**config.mk**
```make
export PLATFORM = sky130hd
export DESIGN_NAME = idx_ea_gen
export DESIGN_NICKNAME = d
export VERILOG_FILES = /design/src/rtl/idx_ea_pkg.sv /design/src/rtl/idx_ea_ctl.sv /design/src/rtl/idx_ea_dp.sv /design/src/rtl/idx_ea_gen.sv
export SDC_FILE = /design/constraint.sdc
export NUM_CORES = 1
export LEC_CHECK = 0
export BUFFER_PORTS_ARGS = -buffer_cell sky130_fd_sc_hd__buf_2
export CAP_MARGIN = 20
export CORE_AREA = 5 5 125 104
export DETAILED_ROUTE_END_ITERATION = 10
export DIE_AREA = 0 0 130 109
export GPL_TIMING_DRIVEN = 0
export PLACE_DENSITY = 0.76
export SLEW_MARGIN = 25
export SYNTH_ARGS = -nofsm -noshare
export SYNTH_HDL_FRONTEND = slang
export SYNTH_SLANG_ARGS = --single-unit
```
**constraint.sdc**
```tcl
create_clock -name clk -period 2.5 [get_ports clk]
set_clock_uncertainty 0.1 [all_clocks]
set_input_delay 0.75 -clock clk [delete_from_list [all_inputs] [get_ports clk]]
set_output_delay 0.75 -clock clk [all_outputs]
set_load 0.05 [all_outputs]
```
**src/rtl/idx_ea_pkg.sv**
```systemverilog
package idx_ea_pkg;

  typedef enum logic [3:0] {
    MD_C5    = 4'd0,
    MD_C9    = 4'd1,
    MD_C16   = 4'd2,
    MD_ACCA  = 4'd3,
    MD_ACCB  = 4'd4,
    MD_ACCD  = 4'd5,
    MD_PRE   = 4'd6,
    MD_POST  = 4'd7,
    MD_IND16 = 4'd8,
    MD_INDD  = 4'd9
  } eaMode_e;

  typedef enum logic [1:0] {
    BS_X  = 2'd0,
    BS_Y  = 2'd1,
    BS_SP = 2'd2,
    BS_PC = 2'd3
  } baseSel_e;

  typedef enum logic [2:0] {
    ST_IDLE,
    ST_REQ_HI,
    ST_WAIT_HI,
    ST_REQ_LO,
    ST_WAIT_LO
  } seqState_e;

  typedef struct packed {
    logic loadDirect;
    logic loadPtr;
    logic capHi;
    logic finish;
    logic selLo;
  } eaCtrl_t;

endpackage

```
**src/rtl/idx_ea_ctl.sv**
```systemverilog
module idx_ea_ctl
  import idx_ea_pkg::*;
(
  input  logic       clk,
  input  logic       rstN,
  input  logic       reqValid,
  input  logic [3:0] reqMode,
  input  logic       rdReady,
  input  logic       rspValid,
  output eaCtrl_t    ctrl,
  output logic       busy,
  output logic       rdValid
);

  seqState_e state, nextState;
  logic      isIndirect;

  assign isIndirect = (reqMode == MD_IND16) || (reqMode == MD_INDD);

  always_comb begin
    ctrl      = '0;
    nextState = state;
    unique case (state)
      ST_IDLE: begin
        if (reqValid) begin
          if (isIndirect) begin
            ctrl.loadPtr = 1'b1;
            nextState    = ST_REQ_HI;
          end else begin
            ctrl.loadDirect = 1'b1;
          end
        end
      end
      ST_REQ_HI:  if (rdReady) nextState = ST_WAIT_HI;
      ST_WAIT_HI: begin
        if (rspValid) begin
          ctrl.capHi = 1'b1;
          nextState  = ST_REQ_LO;
        end
      end
      ST_REQ_LO: begin
        ctrl.selLo = 1'b1;
        if (rdReady) nextState = ST_WAIT_LO;
      end
      ST_WAIT_LO: begin
        if (rspValid) begin
          ctrl.finish = 1'b1;
          nextState   = ST_IDLE;
        end
      end
      default: nextState = ST_IDLE;
    endcase
  end

  always_ff @(posedge clk or negedge rstN) begin
    if (!rstN) state <= ST_IDLE;
    else       state <= nextState;
  end

  assign busy    = (state != ST_IDLE);
  assign rdValid = (state == ST_REQ_HI) || (state == ST_REQ_LO);

  AST_STROBE_EXCLUSIVE: assert property (@(posedge clk) disable iff (!rstN)
    $onehot0({ctrl.loadDirect, ctrl.loadPtr, ctrl.capHi, ctrl.finish}));

  AST_HI_THEN_LO: assert property (@(posedge clk) disable iff (!rstN)
    ctrl.capHi |=> (rdValid && ctrl.selLo));

endmodule

```
**src/rtl/idx_ea_dp.sv**
```systemverilog
module idx_ea_dp
  import idx_ea_pkg::*;
#(
  parameter int ADDR_W      = 16,
  parameter int ACC_W       = 8,
  parameter int SHORT_OFF_W = 5,
  parameter int MID_OFF_W   = 9,
  parameter int STEP_MAX    = 8
) (
  input  logic                 clk,
  input  logic                 rstN,
  input  eaCtrl_t              ctrl,
  input  logic [3:0]           reqMode,
  input  logic [1:0]           reqBase,
  input  logic [ADDR_W-1:0]    reqOffset,
  input  logic [ADDR_W-1:0]    regX,
  input  logic [ADDR_W-1:0]    regY,
  input  logic [ADDR_W-1:0]    regSp,
  input  logic [ADDR_W-1:0]    regPc,
  input  logic [ACC_W-1:0]     accA,
  input  logic [ACC_W-1:0]     accB,
  input  logic [ADDR_W/2-1:0]  rspData,
  output logic                 eaValid,
  output logic [ADDR_W-1:0]    eaAddr,
  output logic                 eaErr,
  output logic                 wbEn,
  output logic [1:0]           wbSel,
  output logic [ADDR_W-1:0]    wbData,
  output logic [ADDR_W-1:0]    rdAddr
);

  localparam int BYTE_W = ADDR_W / 2;
  localparam int PAD_W  = ADDR_W - ACC_W;
  localparam int D_W    = 2 * ACC_W;

  logic [ADDR_W-1:0]        baseVal, accAExt, accBExt, dVal, offSum;
  logic [D_W-1:0]           dRaw;
  logic signed [ADDR_W-1:0] offS;
  logic                     fitShort, fitMid, stepOk, isPc;
  logic [ADDR_W-1:0]        calcAddr, calcWbData;
  logic                     calcErr, calcWb;
  logic [ADDR_W-1:0]        ptrReg;
  logic [BYTE_W-1:0]        hiByte;

  assign dRaw = {accA, accB};
  generate
    if (D_W >= ADDR_W) begin : g_dTrim
      assign dVal = dRaw[ADDR_W-1:0];
    end else begin : g_dPad
      assign dVal = {{(ADDR_W-D_W){1'b0}}, dRaw};
    end
  endgenerate

  assign accAExt = {{PAD_W{1'b0}}, accA};
  assign accBExt = {{PAD_W{1'b0}}, accB};
  assign offS    = $signed(reqOffset);

  always_comb begin
    unique case (reqBase)
      BS_X:    baseVal = regX;
      BS_Y:    baseVal = regY;
      BS_SP:   baseVal = regSp;
      default: baseVal = regPc;
    endcase
  end

  assign isPc   = (reqBase == BS_PC);
  assign offSum = baseVal + reqOffset;

  assign fitShort = (reqOffset[ADDR_W-1:SHORT_OFF_W-1] == '0) ||
                    (reqOffset[ADDR_W-1:SHORT_OFF_W-1] == '1);
  assign fitMid   = (reqOffset[ADDR_W-1:MID_OFF_W-1] == '0) ||
                    (reqOffset[ADDR_W-1:MID_OFF_W-1] == '1);
  assign stepOk   = (offS != '0) && (int'(offS) <= STEP_MAX) &&
                    (int'(offS) >= -STEP_MAX);

  always_comb begin
    calcAddr   = offSum;
    calcWbData = offSum;
    calcErr    = 1'b0;
    calcWb     = 1'b0;
    case (reqMode)
      MD_C5:    calcErr = !fitShort;
      MD_C9:    calcErr = !fitMid;
      MD_C16,
      MD_IND16: calcAddr = offSum;
      MD_ACCA:  calcAddr = baseVal + accAExt;
      MD_ACCB:  calcAddr = baseVal + accBExt;
      MD_ACCD,
      MD_INDD:  calcAddr = baseVal + dVal;
      MD_PRE: begin
        calcErr = isPc || !stepOk;
        calcWb  = !calcErr;
      end
      MD_POST: begin
        calcAddr = baseVal;
        calcErr  = isPc || !stepOk;
        calcWb   = !calcErr;
      end
      default:  calcErr = 1'b1;
    endcase
  end

  always_ff @(posedge clk or negedge rstN) begin
    if (!rstN) begin
      eaValid <= 1'b0;
      eaAddr  <= '0;
      eaErr   <= 1'b0;
      wbEn    <= 1'b0;
      wbSel   <= '0;
      wbData  <= '0;
      ptrReg  <= '0;
      hiByte  <= '0;
    end else begin
      eaValid <= ctrl.loadDirect | ctrl.finish;
      wbEn    <= ctrl.loadDirect & calcWb;
      if (ctrl.loadDirect) begin
        eaAddr <= calcAddr;
        eaErr  <= calcErr;
        wbSel  <= reqBase;
        wbData <= calcWbData;
      end else if (ctrl.finish) begin
        eaAddr <= {hiByte, rspData};
        eaErr  <= 1'b0;
      end
      if (ctrl.loadPtr) ptrReg <= calcAddr;
      if (ctrl.capHi)   hiByte <= rspData;
    end
  end

  assign rdAddr = ctrl.selLo ? ptrReg + ADDR_W'(1) : ptrReg;

  AST_WB_NEVER_PC: assert property (@(posedge clk) disable iff (!rstN)
    wbEn |-> (wbSel != BS_PC));

  AST_ERR_BLOCKS_WB: assert property (@(posedge clk) disable iff (!rstN)
    eaErr && eaValid |-> !wbEn);

endmodule

```
**src/rtl/idx_ea_gen.sv**
```systemverilog
module idx_ea_gen
  import idx_ea_pkg::*;
#(
  parameter int ADDR_W      = 16,
  parameter int ACC_W       = 8,
  parameter int SHORT_OFF_W = 5,
  parameter int MID_OFF_W   = 9,
  parameter int STEP_MAX    = 8
) (
  input  logic                clk,
  input  logic                rstN,
  input  logic                reqValid,
  input  logic [3:0]          reqMode,
  input  logic [1:0]          reqBase,
  input  logic [ADDR_W-1:0]   reqOffset,
  input  logic [ADDR_W-1:0]   regX,
  input  logic [ADDR_W-1:0]   regY,
  input  logic [ADDR_W-1:0]   regSp,
  input  logic [ADDR_W-1:0]   regPc,
  input  logic [ACC_W-1:0]    accA,
  input  logic [ACC_W-1:0]    accB,
  output logic                busy,
  output logic                eaValid,
  output logic [ADDR_W-1:0]   eaAddr,
  output logic                eaErr,
  output logic                wbEn,
  output logic [1:0]          wbSel,
  output logic [ADDR_W-1:0]   wbData,
  output logic                rdValid,
  output logic [ADDR_W-1:0]   rdAddr,
  input  logic                rdReady,
  input  logic                rspValid,
  input  logic [ADDR_W/2-1:0] rspData
);

  eaCtrl_t ctrl;

  idx_ea_ctl u_ctl (
    .clk      (clk),
    .rstN     (rstN),
    .reqValid (reqValid),
    .reqMode  (reqMode),
    .rdReady  (rdReady),
    .rspValid (rspValid),
    .ctrl     (ctrl),
    .busy     (busy),
    .rdValid  (rdValid)
  );

  idx_ea_dp #(
    .ADDR_W      (ADDR_W),
    .ACC_W       (ACC_W),
    .SHORT_OFF_W (SHORT_OFF_W),
    .MID_OFF_W   (MID_OFF_W),
    .STEP_MAX    (STEP_MAX)
  ) u_dp (
    .clk       (clk),
    .rstN      (rstN),
    .ctrl      (ctrl),
    .reqMode   (reqMode),
    .reqBase   (reqBase),
    .reqOffset (reqOffset),
    .regX      (regX),
    .regY      (regY),
    .regSp     (regSp),
    .regPc     (regPc),
    .accA      (accA),
    .accB      (accB),
    .rspData   (rspData),
    .eaValid   (eaValid),
    .eaAddr    (eaAddr),
    .eaErr     (eaErr),
    .wbEn      (wbEn),
    .wbSel     (wbSel),
    .wbData    (wbData),
    .rdAddr    (rdAddr)
  );

  AST_RD_ADDR_HOLD: assert property (@(posedge clk) disable iff (!rstN)
    rdValid && !rdReady |=> rdValid && $stable(rdAddr));

  AST_FINAL_NEXT: assert property (@(posedge clk) disable iff (!rstN)
    ctrl.finish |=> eaValid && !eaErr && !wbEn);

  AST_QUIET_WHILE_BUSY: assert property (@(posedge clk) disable iff (!rstN)
    busy |-> !eaValid);

endmodule

```
==> results of run 1 <==
==> cells in the mapped netlist, types with 5 or more instances <==
cell       n
o21a_1     5
a22o_1     5
xor2_1    21
and3_1     9
inv_1     13
a22oi_1    9
clkbuf_1   9
a21o_1     9
a211oi_1   6
buf_4      6
buf_2      9
ha_1      31
nand2_1   64
dfrtp_1   64
mux4_2    16
nand2b_1   5
o21ai_0   20
o211ai_1   6
nand4_1   10
xnor2_1   25
nand3_1   13
and2_1    10
nor2b_1    5
a21oi_1   32
nor2_1    24
mux2i_1    9
mux2_2    42
o21ai_1   13
nor3_1     8
a31oi_1    7
==> worst max-delay path, stage by stage <==
cell	delay [ns]
buf_12	0.11
nor2b_4	0.12
nand2_2	0.07
a21oi_4	0.25
buf_6	0.15
buf_12	0.09
mux2_4	0.33
fa_2	0.35
a21o_1	0.21
buf_4	0.14
buf_6	0.12
nand3_2	0.07
a21boi_2	0.07
or3_4	0.40
a31oi_4	0.21
o21ai_1	0.09
==> timing repair <==
item / 4_1_cts / 5_1_grt
pin swaps: 33 / 57
setup buffers: 56 / 22
resized for setup: 120 / 65
hold buffers: 0 / 0
setup endpoints to repair: 59 / 59
==> layout make-up <==
cell class / instances / area (um2) / share of cell area [%]
inverter: 13 / 48.8 / 0.570
buffer: 24 / 175 / 2.05
clock inverter: 6 / 42.5 / 0.497
timing repair buffer: 240 / 1600 / 18.7
sequential: 64 / 1610 / 18.8
tap: 152 / 190 / 2.22
clock buffer: 10 / 239 / 2.79
multi-input combinational: 449 / 4650 / 54.3
==> state kept, by name, summed over array words and instances (netlist names) <==
signal        cells
u_dp.eaAddr      16
u_dp.ptrReg      16
u_dp.wbData      16
u_dp.hiByte       8
u_ctl.state       3
u_dp.wbSel        2
u_dp.eaErr        1
u_dp.eaValid      1
u_dp.wbEn         1
==> power by group <==
| part | internal (uW) | total [uW] | switching (uW) |
|---|---|---|---|
| sequential | 1540 | 2000 | 458 |
| combinational | 2110 | 5390 | 3290 |
| clock | 698 | 1170 | 472 |
==> worst paths after layout <==
path / start / endpoint / cells after the start / slack, ns
min in group clk: u_dp.hiByte[2] / u_dp.eaAddr[10] / 2 / 0.40
min: rstN / u_dp.wbData[6] / 1 / 0.39
max in group asynchronous: rstN / u_dp.ptrReg[4] / 1 / 1.29
max: reqMode[2] / u_dp.ptrReg[6] / 16 / -0.94
min reg2reg: u_dp.hiByte[2] / u_dp.eaAddr[10] / 2 / 0.40
max reg2reg: u_ctl.state[2] / u_dp.wbData[8] / 7 / 0.26
==> logic make-up (layout without fill, tap and decap cells) <==
family | after synthesis | in the layout | synth area share (%)
XOR/XNOR | 46 | 46 | 7.57
adder cells (fa/ha/maj) | 33 | 33 | 8.04
multiplexers | 68 | 68 | 17.6
AND/OR/NAND/NOR | 164 | 164 | 15.6
AO/OA/AOI/OAI | 138 | 138 | 17.7
buffers and inverters | 38 | 293 | 3.46
flip-flops | 64 | 64 | 30.1
==> through the flow <==
step	hold WS [ns]	TNS [ns]	area, um2
2_1_floorplan	0.352	-29.42	5860
4_1_cts	0.402	-28.49	8150
3_3_place_gp	0.371	-48.81	6880
6_report	0.386	-30.65	8560
3_5_place_dp	0.378	-51.62	6880
5_1_grt	0.422	-34.69	8560
==> metal layers <==
layer	wire [um]	global-route usage [%]	vias up	part of all wire [%]
met5	0	0	-	0
li1	-	-	2554	-
met2	9590	46.6	315	48
met4	687	9.72	0	3.4
met1	7950	35.9	2695	40
met3	1700	4.80	53	8.5
==> impl_metrics.toml, run 1 <==
[run_status]
status = "finished, violations left"
violations = "negative setup slack"

[sta]
worst_pin_slew_ns = 0.840
layout_setup_ws_ns = -0.944
clock.fmax_mhz = 290
relSlewSlack_pct = 44.0
period_needed_ns = 3.44
slew_viol_final = 0
period_share_pct = 138
setup_violations = 57
rsz0062_at_grt = "true"
hold_violations = 0

[routing]
wl_um = 19900
vias_per_cell = 5.86
drt_iter0_drc = 465
vias = 5617
drtAntennaViolNets = 0
post-route-drc-count = 0
first_pass_iters = 5
wl_per_cell_um = 20.8

[yosys]
synth_flop_cell = "dfrtp_1"
synth_largest_area_cell = "dfrtp_1"
async_flop_share_pct = 100
synth_edf_count = 0
synth_warnings = 0
synth_nets = 699
ys_seq_area_share_pct = 30.1
synth_area_leaders = "dfrtp_1, mux2_2, ha_1"
netlist_instances = 551
synth_top_area_share_pct = 30.1
synth_cell_types = 63
synth_seq_cells = 64
syn_area_mm2 = 0.00532
synth_area_per_cell_um2 = 9.66

[finish]
syn_to_final_growth_pct = 60.8
final_cell_count_no_fill = 958
nFillCells = 817
layout_common_cells = "buf_2, buf_4, dfrtp_1, nand2_1"
final_util_pct = 73.1
diodes = 0
final_common_cell = "buf_2"
num-nets-final = 949
drive_gt1_share_pct = 59.1

[pwr]
vdd_drop_max_mv = 0.645
p_leak_uw = 0.00385
finalPower_uw = 8560
power_density_mw_per_mm2 = 1000

[grt]
first_global_vias = 5669
grt_max_degree = 65
track_usage_pct = 27.6
grt.overflow.total = 0
grt_pass1_wl_um = 30000
antenna_found_initial = 0

[setup_path]
cp-start-kind = "input port"
required_ns = 2.60
crit_arrival_ns = 3.54
crit_fanout = 5
crit_type = "input port to flop"
end_kind = "flop"

[place]
portBuffers = 166
gp_routability_congestion = 0.940
dp.cells = 869
dp_hpwl_um = 14800
dp_slack_ns = -1.60

[floorplanning]
die_width_um = 130
rows = 36
initial_utilization_pct = 45.4
pin_count = 170
die_h_um = 109
die_area_mm2 = 0.0142
coreArea_mm2 = 0.0117

[hold_path]
min_path_type = "input port to async pin"

[cts]
cts_tree = "done"
clock_latency_ns = 0.33
clkSinkCount = 64
numCtsBuffers = 9
cts_buffer_depth = 2
ctsRootBufferMaster = "clkbuf_16"
h-tree-depth = 3
cts.reportedPaths.clkPinSlew_ns = 0.06

[job]
drv_cap = 0
(Power assumes the default switching activity.)
==> run 2, diff against run 1 <==
Settings changed: SKIP_CTS_REPAIR_TIMING set to 1.
==> run 2 against run 1 <==
  * The flow still finishes with violations (negative setup slack)
  * Count of clock-buffer cells in the layout stayed put
  * Register-to-register slack better by 0.06 ns
  * Via count is 0.41% lower
  * Wire length barely moved
  * Utilization fell by 1.0 points
  * Clock power about the same
  * Largest power group unchanged
  * Highest routed layer unchanged
==> impl_metrics.toml, run 2 (synthesis gave the netlist of run 1 again) <==
[routing]
wl_per_cell_um = 21.0
first_pass_iters = 5
drtAntennaViolNets = 0
wl_um = 19900
drt_iter0_drc = 451
vias_per_cell = 5.89
vias = 5594
post-route-drc-count = 0

[finish]
layout_common_cells = "buf_2, dfrtp_1, nand2_1, buf_4"
reg.largest.list = "u_dp.eaAddr x16, u_dp.ptrReg x16, u_dp.wbData x16"
diodes = 0
syn_to_final_growth_pct = 58.5
final_cell_count_no_fill = 949
drive_gt1_share_pct = 56.7
final_common_cell = "buf_2"
num-nets-final = 940
final_area_mm2 = 0.00844

[setup_path]
slowest_delay_ns = 0.39
path_cells = "buf_8 > nor2b_4 > nand2_2 > a21oi_4 > buf_12 > mux2_4 > ha_4 > fa_2 > a21o_1 > a31o_4 > nand3_4 > nand2_2 > xor2_1 > a221oi_2 > buf_4 > o221ai_2"
end_kind = "flop"
crit_arrival_ns = 3.56
required_ns = 2.59
crit_top_cell = "nand2_2"
cp-start-kind = "input port"
crit_fanout = 6
slowest_stage = "fa_2"
crit_type = "input port to flop"

[grt]
grt_max_degree = 65
first_global_vias = 5277
track_usage_pct = 25.7
grt_pass1_wl_um = 28000
grt.overflow.total = 0
antenna_found_initial = 0

[place]
portBuffers = 166
gp_routability_congestion = 0.940
dp.cells = 869
dp_slack_ns = -1.60
dp_hpwl_um = 14800
placed_cell_area_mm2 = 0.00688

[sta]
hold_ws_ns = 0.374
setup_violations = 56
layout_setup_ws_ns = -0.969
period_share_pct = 139
fin_tns_setup_ns = -32.86
rsz0062_at_grt = "true"
relSlewSlack_pct = 44.7
worst_pin_slew_ns = 0.829
period_needed_ns = 3.47
clock.fmax_mhz = 288
slew_viol_final = 0
hold_violations = 0

[pwr]
p_switching_uw = 4190
combPwrFrac_pct = 62.7
power_density_mw_per_mm2 = 1010
p_leak_uw = 0.00381
power_frac_seq_pct = 23.6
intPower_uw = 4330
swShare_pct = 49.2
vdd_drop_max_mv = 0.627
power.clock.fraction_pct = 13.7

[floorplanning]
die_h_um = 109
die_width_um = 130
coreArea_mm2 = 0.0117
pin_count = 170
die_area_mm2 = 0.0142
initial_utilization_pct = 45.4
rows = 36

[cts]
cts_buffer_depth = 2
cts.reportedPaths.clkPinSlew_ns = 0.06
numCtsBuffers = 9
cts_tree = "done"
h-tree-depth = 3
clock_latency_ns = 0.32
clkSinkCount = 64
ctsRootBufferMaster = "clkbuf_16"

[job]
drv_cap = 0

[hold_path]
min_path_type = "input port to async pin"

[run_status]
status = "finished, violations left"
violations = "negative setup slack"
-- run 2: changes by cell type in the layout (fill, tap and decap cells not counted), moves of 3 or more --
cell,previous run,this run
a21oi_1,18,22
a21oi_2,12,9
buf_4,63,54
buf_6,34,31
ha_1,13,17
ha_2,3,0
mux2_2,34,31
mux2_4,9,12
-- run 2: metal layers --
layer / GRT usage (%) / part of all wire [%] / up-vias / wire, um
met1: 34.9 / 39 / 2687 / 7850
met4: 8.01 / 3.6 / 0 / 721
met5: 0 / 0 / - / 0
li1: - / - / 2532 / -
met3: 3.87 / 8.8 / 46 / 1750
met2: 42.4 / 48 / 329 / 9590
-- run 2: power groups by stage --
stage	combinational [uW]	clock [uW]	sequential, uW
3_5_place_dp	4440	0	2050
5_1_grt	5620	1240	2060
4_1_cts	4460	1180	2030
2_1_floorplan	2390	0	2950
3_3_place_gp	4370	0	2010
6_report	5350	1170	2010
-- run 2: area by class of cell --
type                       instances  area, um2
tap                              152        190
sequential                        64       1610
multi-input combinational        449       4600
inverter                          13       48.8
fill                             833       3270
timing repair buffer             231       1540
clock inverter                     6       42.5
clock buffer                      10        239
buffer                            24        174
-- run 2: through the flow --
step                total power, uW  utilization (%)
floorplan                      5340                -
global placement               6380             58.8
detailed placement             6480             58.8
CTS                            7670             61.2
global route                   8920             72.0
finish                         8530             72.0
-- run 2: critical path, delay by kind of cell --
kind	cells	cell delay, ns
AO/OA/AOI/OAI	5	0.97
XOR/XNOR	1	0.16
adder cells (fa/ha/maj)	2	0.57
buffers and inverters	3	0.40
multiplexers	1	0.33
AND/OR/NAND/NOR	4	0.35
-- run 2: worst paths after layout --
check / from / endpoint / slack, ns / cells after the start
max: reqMode[0] / u_dp.eaAddr[10] / -0.97 / 16
min: rstN / u_dp.wbData[10] / 0.37 / 1
max reg2reg: u_ctl.state[1] / u_dp.wbData[8] / 0.32 / 6
min reg2reg: u_dp.hiByte[2] / u_dp.eaAddr[10] / 0.40 / 2
max in group asynchronous: rstN / u_dp.ptrReg[4] / 1.30 / 1
min in group clk: u_dp.hiByte[2] / u_dp.eaAddr[10] / 0.40 / 2
